==> src/rtl/eth_daf_pkg.sv <==
package eth_daf_pkg;

  typedef enum logic [1:0] {
    KIND_UCAST   = 2'd0,
    KIND_BCAST   = 2'd1,
    KIND_MCAST   = 2'd2,
    KIND_PROMISC = 2'd3
  } kind_e;

  localparam logic [31:0] CRC_POLY_REFL = 32'hEDB88320;

  // one slot of the header delay line
  typedef struct packed {
    logic       valid;
    logic       sof;
    logic       eof;
    logic       pending;  // verdict for this byte not yet known
    logic       keep;
    kind_e      kind;
    logic [7:0] data;
  } slot_t;

  // reflected CRC-32 step over one byte, bit 0 first
  function automatic logic [31:0] crc32_byte(input logic [31:0] c, input logic [7:0] d);
    logic [31:0] r;
    r = c;
    for (int i = 0; i < 8; i++) begin
      if (r[0] ^ d[i]) r = (r >> 1) ^ CRC_POLY_REFL;
      else             r = r >> 1;
    end
    return r;
  endfunction

endpackage

==> src/rtl/daf_hdr_track.sv <==
module daf_hdr_track
  import eth_daf_pkg::*;
#(
  parameter int DA_BYTES = 6
) (
  input  logic                  clk,
  input  logic                  rst_n,
  input  logic                  in_valid,
  input  logic                  in_sof,
  input  logic                  in_eof,
  input  logic [7:0]            in_data,
  output logic [DA_BYTES*8-1:0] da_full,
  output logic [31:0]           crc_now,
  output logic                  resolve,
  output logic                  runt_end
);

  localparam int CW = $clog2(DA_BYTES + 1);
  localparam int HW = (DA_BYTES - 1) * 8;
  localparam logic [CW-1:0] LAST = CW'(DA_BYTES - 1);
  localparam logic [CW-1:0] FULL = CW'(DA_BYTES);

  logic [CW-1:0] cnt_q, cnt_d, pos;
  logic [HW-1:0] hdr_q, hdr_d;
  logic [31:0]   crc_q, crc_d, crc_seed;
  logic          in_hdr;

  // byte position of the current beat inside its frame
  always_comb begin
    pos      = in_sof ? '0 : cnt_q;
    in_hdr   = (pos < FULL);
    crc_seed = (pos == '0) ? '1 : crc_q;
    crc_now  = crc32_byte(crc_seed, in_data);
    da_full  = {hdr_q, in_data};
    resolve  = in_valid && (pos == LAST);
    runt_end = in_valid && in_eof && (pos < LAST);
  end

  always_comb begin
    cnt_d = cnt_q;
    hdr_d = hdr_q;
    crc_d = crc_q;
    if (in_valid) begin
      if (in_eof)      cnt_d = '0;
      else if (in_hdr) cnt_d = pos + CW'(1);
      if (pos < LAST)  hdr_d = {hdr_q[HW-9:0], in_data};
      if (in_hdr)      crc_d = crc_now;
    end
  end

  always_ff @(posedge clk or negedge rst_n) begin
    if (!rst_n) begin
      cnt_q <= '0;
      hdr_q <= '0;
      crc_q <= '1;
    end else begin
      cnt_q <= cnt_d;
      hdr_q <= hdr_d;
      crc_q <= crc_d;
    end
  end

  // header position never runs past the address length
  a_r10_pos_bound: assert property (@(posedge clk) disable iff (!rst_n)
    cnt_q <= FULL);

endmodule

==> src/rtl/daf_verdict.sv <==
module daf_verdict
  import eth_daf_pkg::*;
#(
  parameter int DA_BYTES  = 6,
  parameter int HASH_BITS = 6,
  parameter int CFG_AW    = 3
) (
  input  logic                  clk,
  input  logic                  rst_n,
  input  logic                  cfg_we,
  input  logic [CFG_AW-1:0]     cfg_addr,
  input  logic [31:0]           cfg_wdata,
  input  logic [DA_BYTES*8-1:0] da,
  input  logic [31:0]           crc,
  input  logic                  resolve,
  output logic                  accept,
  output kind_e                 kind
);

  localparam int DAW      = DA_BYTES * 8;
  localparam int TBL      = 1 << HASH_BITS;
  localparam int HWORDS   = TBL / 32;
  localparam int SWORDS   = (DAW + 31) / 32;
  localparam int A_HASH   = SWORDS;
  localparam int A_PROMIS = SWORDS + HWORDS;

  logic [SWORDS*32-1:0] sta_all;
  logic [TBL-1:0]       tbl_all;
  logic                 promisc_q, promisc_d;

  // station address words
  for (genvar g = 0; g < SWORDS; g++) begin : gen_sta
    logic [31:0] word_q, word_d;
    always_comb begin
      word_d = word_q;
      if (cfg_we && cfg_addr == CFG_AW'(g)) word_d = cfg_wdata;
    end
    always_ff @(posedge clk or negedge rst_n) begin
      if (!rst_n) word_q <= '0;
      else        word_q <= word_d;
    end
    assign sta_all[g*32 +: 32] = word_q;
  end

  // hash table words
  for (genvar g = 0; g < HWORDS; g++) begin : gen_tbl
    logic [31:0] word_q, word_d;
    always_comb begin
      word_d = word_q;
      if (cfg_we && cfg_addr == CFG_AW'(A_HASH + g)) word_d = cfg_wdata;
    end
    always_ff @(posedge clk or negedge rst_n) begin
      if (!rst_n) word_q <= '0;
      else        word_q <= word_d;
    end
    assign tbl_all[g*32 +: 32] = word_q;
  end

  always_comb begin
    promisc_d = promisc_q;
    if (cfg_we && cfg_addr == CFG_AW'(A_PROMIS)) promisc_d = cfg_wdata[0];
  end

  always_ff @(posedge clk or negedge rst_n) begin
    if (!rst_n) promisc_q <= 1'b0;
    else        promisc_q <= promisc_d;
  end

  logic                 is_bcast, is_group, ucast_hit, mcast_hit;
  logic [HASH_BITS-1:0] hidx;

  always_comb begin
    is_bcast  = &da;
    is_group  = da[DAW-8];
    ucast_hit = (da == sta_all[DAW-1:0]);
    hidx      = crc[31 -: HASH_BITS];
    mcast_hit = is_group && !is_bcast && tbl_all[hidx];
    accept    = 1'b1;
    kind      = KIND_UCAST;
    if (is_bcast)       kind = KIND_BCAST;
    else if (ucast_hit) kind = KIND_UCAST;
    else if (mcast_hit) kind = KIND_MCAST;
    else if (promisc_q) kind = KIND_PROMISC;
    else                accept = 1'b0;
  end

  // broadcast is always taken, with its own kind
  a_r4_bcast_always: assert property (@(posedge clk) disable iff (!rst_n)
    (resolve && (&da)) |-> (accept && kind == KIND_BCAST));

  // promiscuous mode never rejects
  a_r6_promisc_all: assert property (@(posedge clk) disable iff (!rst_n)
    (resolve && promisc_q) |-> accept);

  // promiscuous flag follows its register write
  a_r6_promisc_write: assert property (@(posedge clk) disable iff (!rst_n)
    (cfg_we && cfg_addr == CFG_AW'(A_PROMIS)) |=> (promisc_q == $past(cfg_wdata[0])));

endmodule

==> src/rtl/daf_delay_line.sv <==
module daf_delay_line
  import eth_daf_pkg::*;
#(
  parameter int DEPTH = 6
) (
  input  logic       clk,
  input  logic       rst_n,
  input  logic       in_valid,
  input  logic       in_sof,
  input  logic       in_eof,
  input  logic [7:0] in_data,
  input  logic       resolve,
  input  logic       runt_end,
  input  logic       dec_accept,
  input  kind_e      dec_kind,
  output logic       out_valid,
  output logic       out_sof,
  output logic       out_eof,
  output logic [7:0] out_data,
  output logic       rx_notify,
  output kind_e      rx_kind
);

  localparam int FW = $clog2(DEPTH + 1);

  slot_t   slot_q   [DEPTH];
  slot_t   slot_fix [DEPTH];
  slot_t   inc;
  logic    shift;
  logic [FW-1:0] flush_q, flush_d;
  logic    done_q, done_d, keep_q, keep_d;
  kind_e   kind_q, kind_d;
  logic    ov_d, os_d, oe_d, nt_d;
  logic [7:0] od_d;
  kind_e   ok_d;

  assign shift = in_valid || (flush_q != '0);

  // incoming byte tagged with what is known about its frame
  always_comb begin
    inc         = '0;
    inc.valid   = in_valid;
    inc.sof     = in_sof;
    inc.eof     = in_eof;
    inc.data    = in_data;
    inc.kind    = KIND_UCAST;
    if (resolve) begin
      inc.keep = dec_accept;
      inc.kind = dec_kind;
    end else if (runt_end) begin
      inc.keep = 1'b0;
    end else if (in_sof || !done_q) begin
      inc.pending = in_valid;
    end else begin
      inc.keep = keep_q;
      inc.kind = kind_q;
    end
  end

  for (genvar g = 0; g < DEPTH; g++) begin : gen_slot
    slot_t nxt;
    always_comb begin
      slot_fix[g] = slot_q[g];
      if (slot_q[g].pending && (resolve || runt_end)) begin
        slot_fix[g].pending = 1'b0;
        slot_fix[g].keep    = resolve && dec_accept;
        slot_fix[g].kind    = resolve ? dec_kind : KIND_UCAST;
      end
    end
    if (g == 0) begin : gen_head
      always_comb nxt = shift ? inc : slot_fix[g];
    end else begin : gen_body
      always_comb nxt = shift ? slot_fix[g-1] : slot_fix[g];
    end
    always_ff @(posedge clk or negedge rst_n) begin
      if (!rst_n) slot_q[g] <= '0;
      else        slot_q[g] <= nxt;
    end
  end

  // frame verdict, flush counter and output stage
  always_comb begin
    done_d  = done_q;
    keep_d  = keep_q;
    kind_d  = kind_q;
    flush_d = flush_q;
    if (resolve) begin
      done_d = 1'b1;
      keep_d = dec_accept;
      kind_d = dec_kind;
    end else if (runt_end) begin
      done_d = 1'b1;
      keep_d = 1'b0;
    end else if (in_valid && in_sof) begin
      done_d = 1'b0;
    end
    if (in_valid && in_eof)      flush_d = FW'(DEPTH);
    else if (in_valid && in_sof) flush_d = '0;
    else if (shift && flush_q != '0) flush_d = flush_q - FW'(1);

    ov_d = 1'b0;
    os_d = 1'b0;
    oe_d = 1'b0;
    od_d = '0;
    nt_d = 1'b0;
    ok_d = KIND_UCAST;
    if (shift) begin
      ov_d = slot_q[DEPTH-1].valid && slot_q[DEPTH-1].keep;
      os_d = slot_q[DEPTH-1].sof;
      oe_d = slot_q[DEPTH-1].eof;
      od_d = slot_q[DEPTH-1].data;
      nt_d = ov_d && slot_q[DEPTH-1].eof;
      ok_d = slot_q[DEPTH-1].kind;
    end
  end

  always_ff @(posedge clk or negedge rst_n) begin
    if (!rst_n) begin
      done_q    <= 1'b1;
      keep_q    <= 1'b0;
      kind_q    <= KIND_UCAST;
      flush_q   <= '0;
      out_valid <= 1'b0;
      out_sof   <= 1'b0;
      out_eof   <= 1'b0;
      out_data  <= '0;
      rx_notify <= 1'b0;
      rx_kind   <= KIND_UCAST;
    end else begin
      done_q    <= done_d;
      keep_q    <= keep_d;
      kind_q    <= kind_d;
      flush_q   <= flush_d;
      out_valid <= ov_d;
      out_sof   <= os_d;
      out_eof   <= oe_d;
      out_data  <= od_d;
      rx_notify <= nt_d;
      rx_kind   <= ok_d;
    end
  end

  // no byte leaves before its frame verdict is known
  a_r7_no_pending_exit: assert property (@(posedge clk) disable iff (!rst_n)
    (shift && slot_q[DEPTH-1].valid) |-> !slot_q[DEPTH-1].pending);

  // a discarded byte produces neither output nor notification
  a_r3_drop_silent: assert property (@(posedge clk) disable iff (!rst_n)
    (shift && slot_q[DEPTH-1].valid && !slot_q[DEPTH-1].keep) |=> (!out_valid && !rx_notify));

  // drain counter stays within the line length
  a_r10_flush_bound: assert property (@(posedge clk) disable iff (!rst_n)
    flush_q <= FW'(DEPTH));

endmodule

==> src/rtl/eth_da_filter.sv <==
module eth_da_filter
  import eth_daf_pkg::*;
#(
  parameter int DA_BYTES  = 6,
  parameter int HASH_BITS = 6,
  parameter int CFG_AW    = 3
) (
  input  logic              clk,
  input  logic              rst_n,
  input  logic              in_valid,
  input  logic              in_sof,
  input  logic              in_eof,
  input  logic [7:0]        in_data,
  input  logic              cfg_we,
  input  logic [CFG_AW-1:0] cfg_addr,
  input  logic [31:0]       cfg_wdata,
  output logic              out_valid,
  output logic              out_sof,
  output logic              out_eof,
  output logic [7:0]        out_data,
  output logic              rx_notify,
  output logic [1:0]        rx_kind
);

  localparam int DAW = DA_BYTES * 8;

  logic rst_meta, rst_sync_n;

  // asynchronous assert, synchronous release
  always_ff @(posedge clk or negedge rst_n) begin
    if (!rst_n) begin
      rst_meta   <= 1'b0;
      rst_sync_n <= 1'b0;
    end else begin
      rst_meta   <= 1'b1;
      rst_sync_n <= rst_meta;
    end
  end

  logic [DAW-1:0] da_full;
  logic [31:0]    crc_now;
  logic           resolve, runt_end, dec_accept;
  kind_e          dec_kind, kind_out;

  daf_hdr_track #(.DA_BYTES(DA_BYTES)) u_hdr (
    .clk      (clk),
    .rst_n    (rst_sync_n),
    .in_valid (in_valid),
    .in_sof   (in_sof),
    .in_eof   (in_eof),
    .in_data  (in_data),
    .da_full  (da_full),
    .crc_now  (crc_now),
    .resolve  (resolve),
    .runt_end (runt_end)
  );

  daf_verdict #(.DA_BYTES(DA_BYTES), .HASH_BITS(HASH_BITS), .CFG_AW(CFG_AW)) u_verdict (
    .clk       (clk),
    .rst_n     (rst_sync_n),
    .cfg_we    (cfg_we),
    .cfg_addr  (cfg_addr),
    .cfg_wdata (cfg_wdata),
    .da        (da_full),
    .crc       (crc_now),
    .resolve   (resolve),
    .accept    (dec_accept),
    .kind      (dec_kind)
  );

  daf_delay_line #(.DEPTH(DA_BYTES)) u_line (
    .clk        (clk),
    .rst_n      (rst_sync_n),
    .in_valid   (in_valid),
    .in_sof     (in_sof),
    .in_eof     (in_eof),
    .in_data    (in_data),
    .resolve    (resolve),
    .runt_end   (runt_end),
    .dec_accept (dec_accept),
    .dec_kind   (dec_kind),
    .out_valid  (out_valid),
    .out_sof    (out_sof),
    .out_eof    (out_eof),
    .out_data   (out_data),
    .rx_notify  (rx_notify),
    .rx_kind    (kind_out)
  );

  assign rx_kind = kind_out;

endmodule

==> config.mk <==
export PLATFORM = sky130hd
export DESIGN_NAME = eth_da_filter
export DESIGN_NICKNAME = d
export VERILOG_FILES = /design/src/rtl/eth_daf_pkg.sv /design/src/rtl/daf_hdr_track.sv /design/src/rtl/daf_verdict.sv /design/src/rtl/daf_delay_line.sv /design/src/rtl/eth_da_filter.sv
export SDC_FILE = /design/constraint.sdc
export NUM_CORES = 1
export LEC_CHECK = 0
export BUFFER_PORTS_ARGS = -buffer_cell sky130_fd_sc_hd__buf_2
export CELL_PAD_IN_SITES_DETAIL_PLACEMENT = 2
export CELL_PAD_IN_SITES_GLOBAL_PLACEMENT = 2
export CORE_UTILIZATION = 45
export DETAILED_ROUTE_END_ITERATION = 16
export PLACE_DENSITY = 0.87
export REMOVE_ABC_BUFFERS = 1
export SYNTH_ARGS = -nofsm -noshare
export SYNTH_HDL_FRONTEND = slang
export SYNTH_SLANG_ARGS = --single-unit
==> constraint.sdc <==
create_clock -name clk -period 19.6 [get_ports clk]
set_input_delay 1.96 -clock clk [delete_from_list [all_inputs] [get_ports clk]]
set_output_delay 1.96 -clock clk [all_outputs]
set_load 0.02 [all_outputs]
---- Word level (Yosys, flattened, before mapping) ----
Cells that the tools add are included.
word-level totals
  register bits after elaboration ......... 301
  input bits .............................. 49
  logic and storage cells ................. 183
  output and inout bits ................... 14
cells by class
  reductions and logical operators ........ 38
  eq/ne operators ......................... 6
  $add $sub $neg .......................... 2
  bitwise gates (word level) .............. 16
  multiplexer cells ....................... 56
  order comparisons ....................... 3
operators by type and width
  operator             count
  $mux 32              9
  $not 13->14          8
  $mux 12              6
  $eq 48x48->1         1
  $reduce_and 48->1    1
  $mux 3               8
  $mux 4               6
  $logic_and 1x1->1    21
  $mux 1               18
  $mux 2               7
  $reduce_bool 3->1    3
  $mux 8               1
  $xor 1x1->1          8
  $lt 6x7->1 const B   1
  $bmux 1 s6           1
  $eq 3x2->1 const B   2
  $eq 3x3->1 const B   2
  $logic_not 3->1      2
  $lt 3x3->1 const B   2
  $reduce_and 2->1     3
  $reduce_bool 2->1    3
  $add 3x1->3 const B  1
  $eq 3x1->1 const B   1
  $logic_or 1x1->1     3
  2 further kinds      3

---- Depth between registers and ports, before layout ----
  word-level depth ........................ 28
  mapped depth ............................ 17
  depth with buffers taken out ............ 14

---- Cells and area by module ----
A second synthesis with hierarchy kept.
second synthesis, totals
  cells, all modules ...................... 1194
  area, all modules ....................... 14216.1 µm²
modules (own cells, without submodules)
  module          instances  area each (µm²)  cells an instance  seq. area each (µm²)
  daf_verdict     1          5530.3           398                2827.7
  daf_delay_line  1          4441.8           443                2778.9
  daf_hdr_track   1          4190.3           350                1916.8
  eth_da_filter   1          53.8             3                  50.0

---- Worst setup path before layout ----
Ideal clock, no wire load.
  path type ............................... in2reg
  from .................................... input in_sof
  to ...................................... register u_line.slot_q[83] (netlist bit)
  data arrival time ....................... 5.212 ns
  library setup time ...................... 0.126 ns
  path slack .............................. 14.262 ns
  required time ........................... 19.474 ns
  stages .................................. 14
  path buffers ............................ 3
  cell sequence ........................... nor2_1 -> inv_1 -> ha_1 -> buf_4 -> a21oi_2 -> xnor2_4 -> xnor3_1 -> xor2_1 -> buf_4 -> buf_1 -> mux4_2 -> a31oi_4 -> a31oi_4 -> a311o_1
RTL lines
  what                           RTL line              RTL
  start, declared                eth_da_filter.sv:11   input logic in_sof,
  end signal, assigned by index  daf_delay_line.sv:77  else slot_q[g] <= nxt;
  end, declared                  daf_delay_line.sv:26  slot_t slot_q [DEPTH];

==> reports/results.txt <==
status: completed
Final ANT Viol Nets: 0
Setup CP Type: in2reg
switching part of the total: 38.0%
vias in the first global route: 11.5k
RePlAce Congestion: 0.826
f_max: 144 MHz
layout cells sized above 1: 26.9%
Tcrit/Tclk final: 35.5%
power density over the cells: 163 nW/µm²
dominant cell type by area after synthesis: dfrtp_1
fill count: 2916
peak supply drop: 0.0955 mV
Setup crit start kind: primary input
crit path max fanout: 20
RSZ-0062 raised after global routing: false
cts repair resizes: 0
final hold vios: 0
commonest cells in the netlist: 269 x nand2_1, 267 x dfrtp_1, 159 x mux2_2
final setup vio count: 0
Bufs on Longest Clock Path: 3
EDFF count, synth: 0
total number of vias: 10.0k
TritonCTS clock tree: yes
post-CTS setup buffer count: 0
H-tree levels: 2
Hold Path Class: reg2reg
hold buffer count at cts: 0
combinational share of power: 35.5%
row count: 64
Arr. time, crit path: 7310 ps
worst-margin pin slew: 1320 ps
Flop pwr share: 38.6%
post-synth top area share: 47.9%
Buffers on Ports: 62
most frequent cell after synthesis: nand2_1
Core Area: 30500 µm²
max-cap viol count: 0
CP required: 19960 ps
NetSw: 0.000973 W
drt wl/cell: 27.2 µm
grt ovf: 0
clk sinks: 300
Final #Nets: 1336
fin cells: 1704
detailed placer's ending HPWL: 28500 µm
via density per instance: 5.87
CTS buffer count: 35
initial antenna violation count: 0
CP endpoint kind: flip-flop
Seq/Total Area, Yosys: 54.1%
synth top area cells: dfrtp_1 48%, mux2_2 13%, nand2_1 7.2%, xnor2_1 6.5%, dfstp_2 6.2%
ys flop type: dfrtp_1
Clock Latency Late Sink: 540 ps
Synth cell types: 54
Setup Skew: 24.0 ps
placed cell count: 1641
die area: 31700 µm²
Slew headroom: 12.1%
largest net degree at the start of global routing: 102
clock slew at reported path FFs: 60 ps
Int Pwr: 0.00159 W
Starting Density: 45.7%
global-route wire length before repair: 72000 µm
die height: 178 µm
Initial DRC Count: 580
CTS root buf: clkbuf_16
DRC viols: 0
I/O pin count: 63
Syn. warnings: 0
Post-Synthesis Mean Instance Area: 11.3 µm²
Syn Inst Count: 1239
Die X: 178 µm
Mapped Area: 14000 µm²
Max Slew Vio Count: 0
crit path time final: 6950 ps
first-pass iteration count of the detailed router: 6
Total GRT Usage: 30.5%
WL final: 46400 µm
area growth from synthesis to layout: 12.9%
Synth Register Bits: 300
Clock power frac: 25.9%
final setup TNS: 0 ps
ys async rst share: 100%
n_diodes: 0
P_leak: 6.93 nW
-- cells by family after synthesis --
group,synth area share [%]
AOI/OAI and AO/OA,5.69
xor gates and xnor gates,9.25
adders and majority gates,0.448
buffers and inverters,2.10
DFF,54.1
muxes,15.5
other,0.0269
and+or+nand+nor,12.9
-- sequential cells by signal (all words and copies together), names as in the netlist, 2 cells and up --
signal,flops
u_line.rx_kind,2
u_line.flush_q,3
u_hdr.hdr_q,40
u_line.slot_q,23
u_verdict.gen_sta.word_q,48
u_line.kind_q,2
u_verdict.gen_tbl.word_q,64
u_line.out_data,8
u_hdr.crc_q,32
u_hdr.cnt_q,3
u_line.slot_fix,66
-- final cells by class --
cell class / count / area (µm²) / area share (%)
clock buffer: 50 / 1030 / 6.56
clock inverter: 13 / 116 / 0.739
inverter: 6 / 22.5 / 0.143
multi-input combinational: 867 / 6140 / 39.0
sequential: 300 / 7550 / 48.0
tap: 396 / 495 / 3.15
timing repair buffer: 72 / 385 / 2.45
-- critical path: stages --
cell and delay (ps):
buf_2 180, nor2_1 130, inv_1 100, ha_1 500, a21oi_1 160, xnor2_1 790
xnor3_1 390, xor2_2 1020, mux2_2 440, a221o_1 390, nand2_1 90, o21ai_1 220
a311oi_2 700, o211ai_1 230
-- metal layers --
layer / wire [µm] / track usage (%)
met2: 23900 / 53.4
met3: 1690 / 4.58
met1: 18600 / 36.7
met4: 2160 / 14.6
met5: 0 / 0
-- metrics by stage --
stage | area (µm²) | hold slack [ps] | setup slack (ps) | power [W] | util (%)
after global placement | 14600 | 335 | 12800 | 0.00176 | 47.9
after CTS | 15700 | 368 | 12760 | 0.00257 | 51.6
after floorplan | 13700 | 331 | 10680 | 0.00157 | -
after detailed placement | 14600 | 353 | 12500 | 0.00185 | 47.9
final | 15700 | 366 | 12650 | 0.00256 | 51.6
after global routing | 15700 | 371 | 12420 | 0.00268 | 51.6
-- power by group through the flow --
stage               Sequential [W]  Clock (W)  Combinational [W]
global placement          0.000962          0           0.000795
global route               0.00101   0.000698           0.000974
floorplan                 0.000948          0           0.000626
CTS                       0.000987   0.000676           0.000911
finish                    0.000989   0.000665           0.000908
detailed placement        0.000985          0           0.000864
-- final timing paths --
check / start / endpoint / slack, ps / cells after the start
min: rst_meta$_DFF_PN0_ / rst_sync_n$_DFF_PN0_ / 370 / 0
max in group asynchronous: rst_sync_n$_DFF_PN0_ / u_line.slot_fix[57]$_DFFE_PN0N_ / 17440 / 1
min reg2reg: rst_meta$_DFF_PN0_ / rst_sync_n$_DFF_PN0_ / 370 / 0
min in group asynchronous: rst_sync_n$_DFF_PN0_ / u_hdr.hdr_q[14]$_DFFE_PN0P_ / 490 / 0
max: in_sof / u_line.slot_q[70]$_DFF_PN0_ / 12650 / 14
max reg2reg: u_hdr.cnt_q[0]$_DFFE_PN0P_ / u_line.slot_q[70]$_DFF_PN0_ / 13790 / 14
-- placed cells by master, fill, tap and decap left out, types with 25 or more instances in the layout --
cell type,count
nand4_1,25
o21ai_0,46
xnor2_1,103
mux2_2,159
buf_2,62
nor2_1,50
dfrtp_1,266
dfstp_2,33
mux2i_1,33
clkbuf_16,36
nand2_1,268
(Power assumes the default switching activity.)
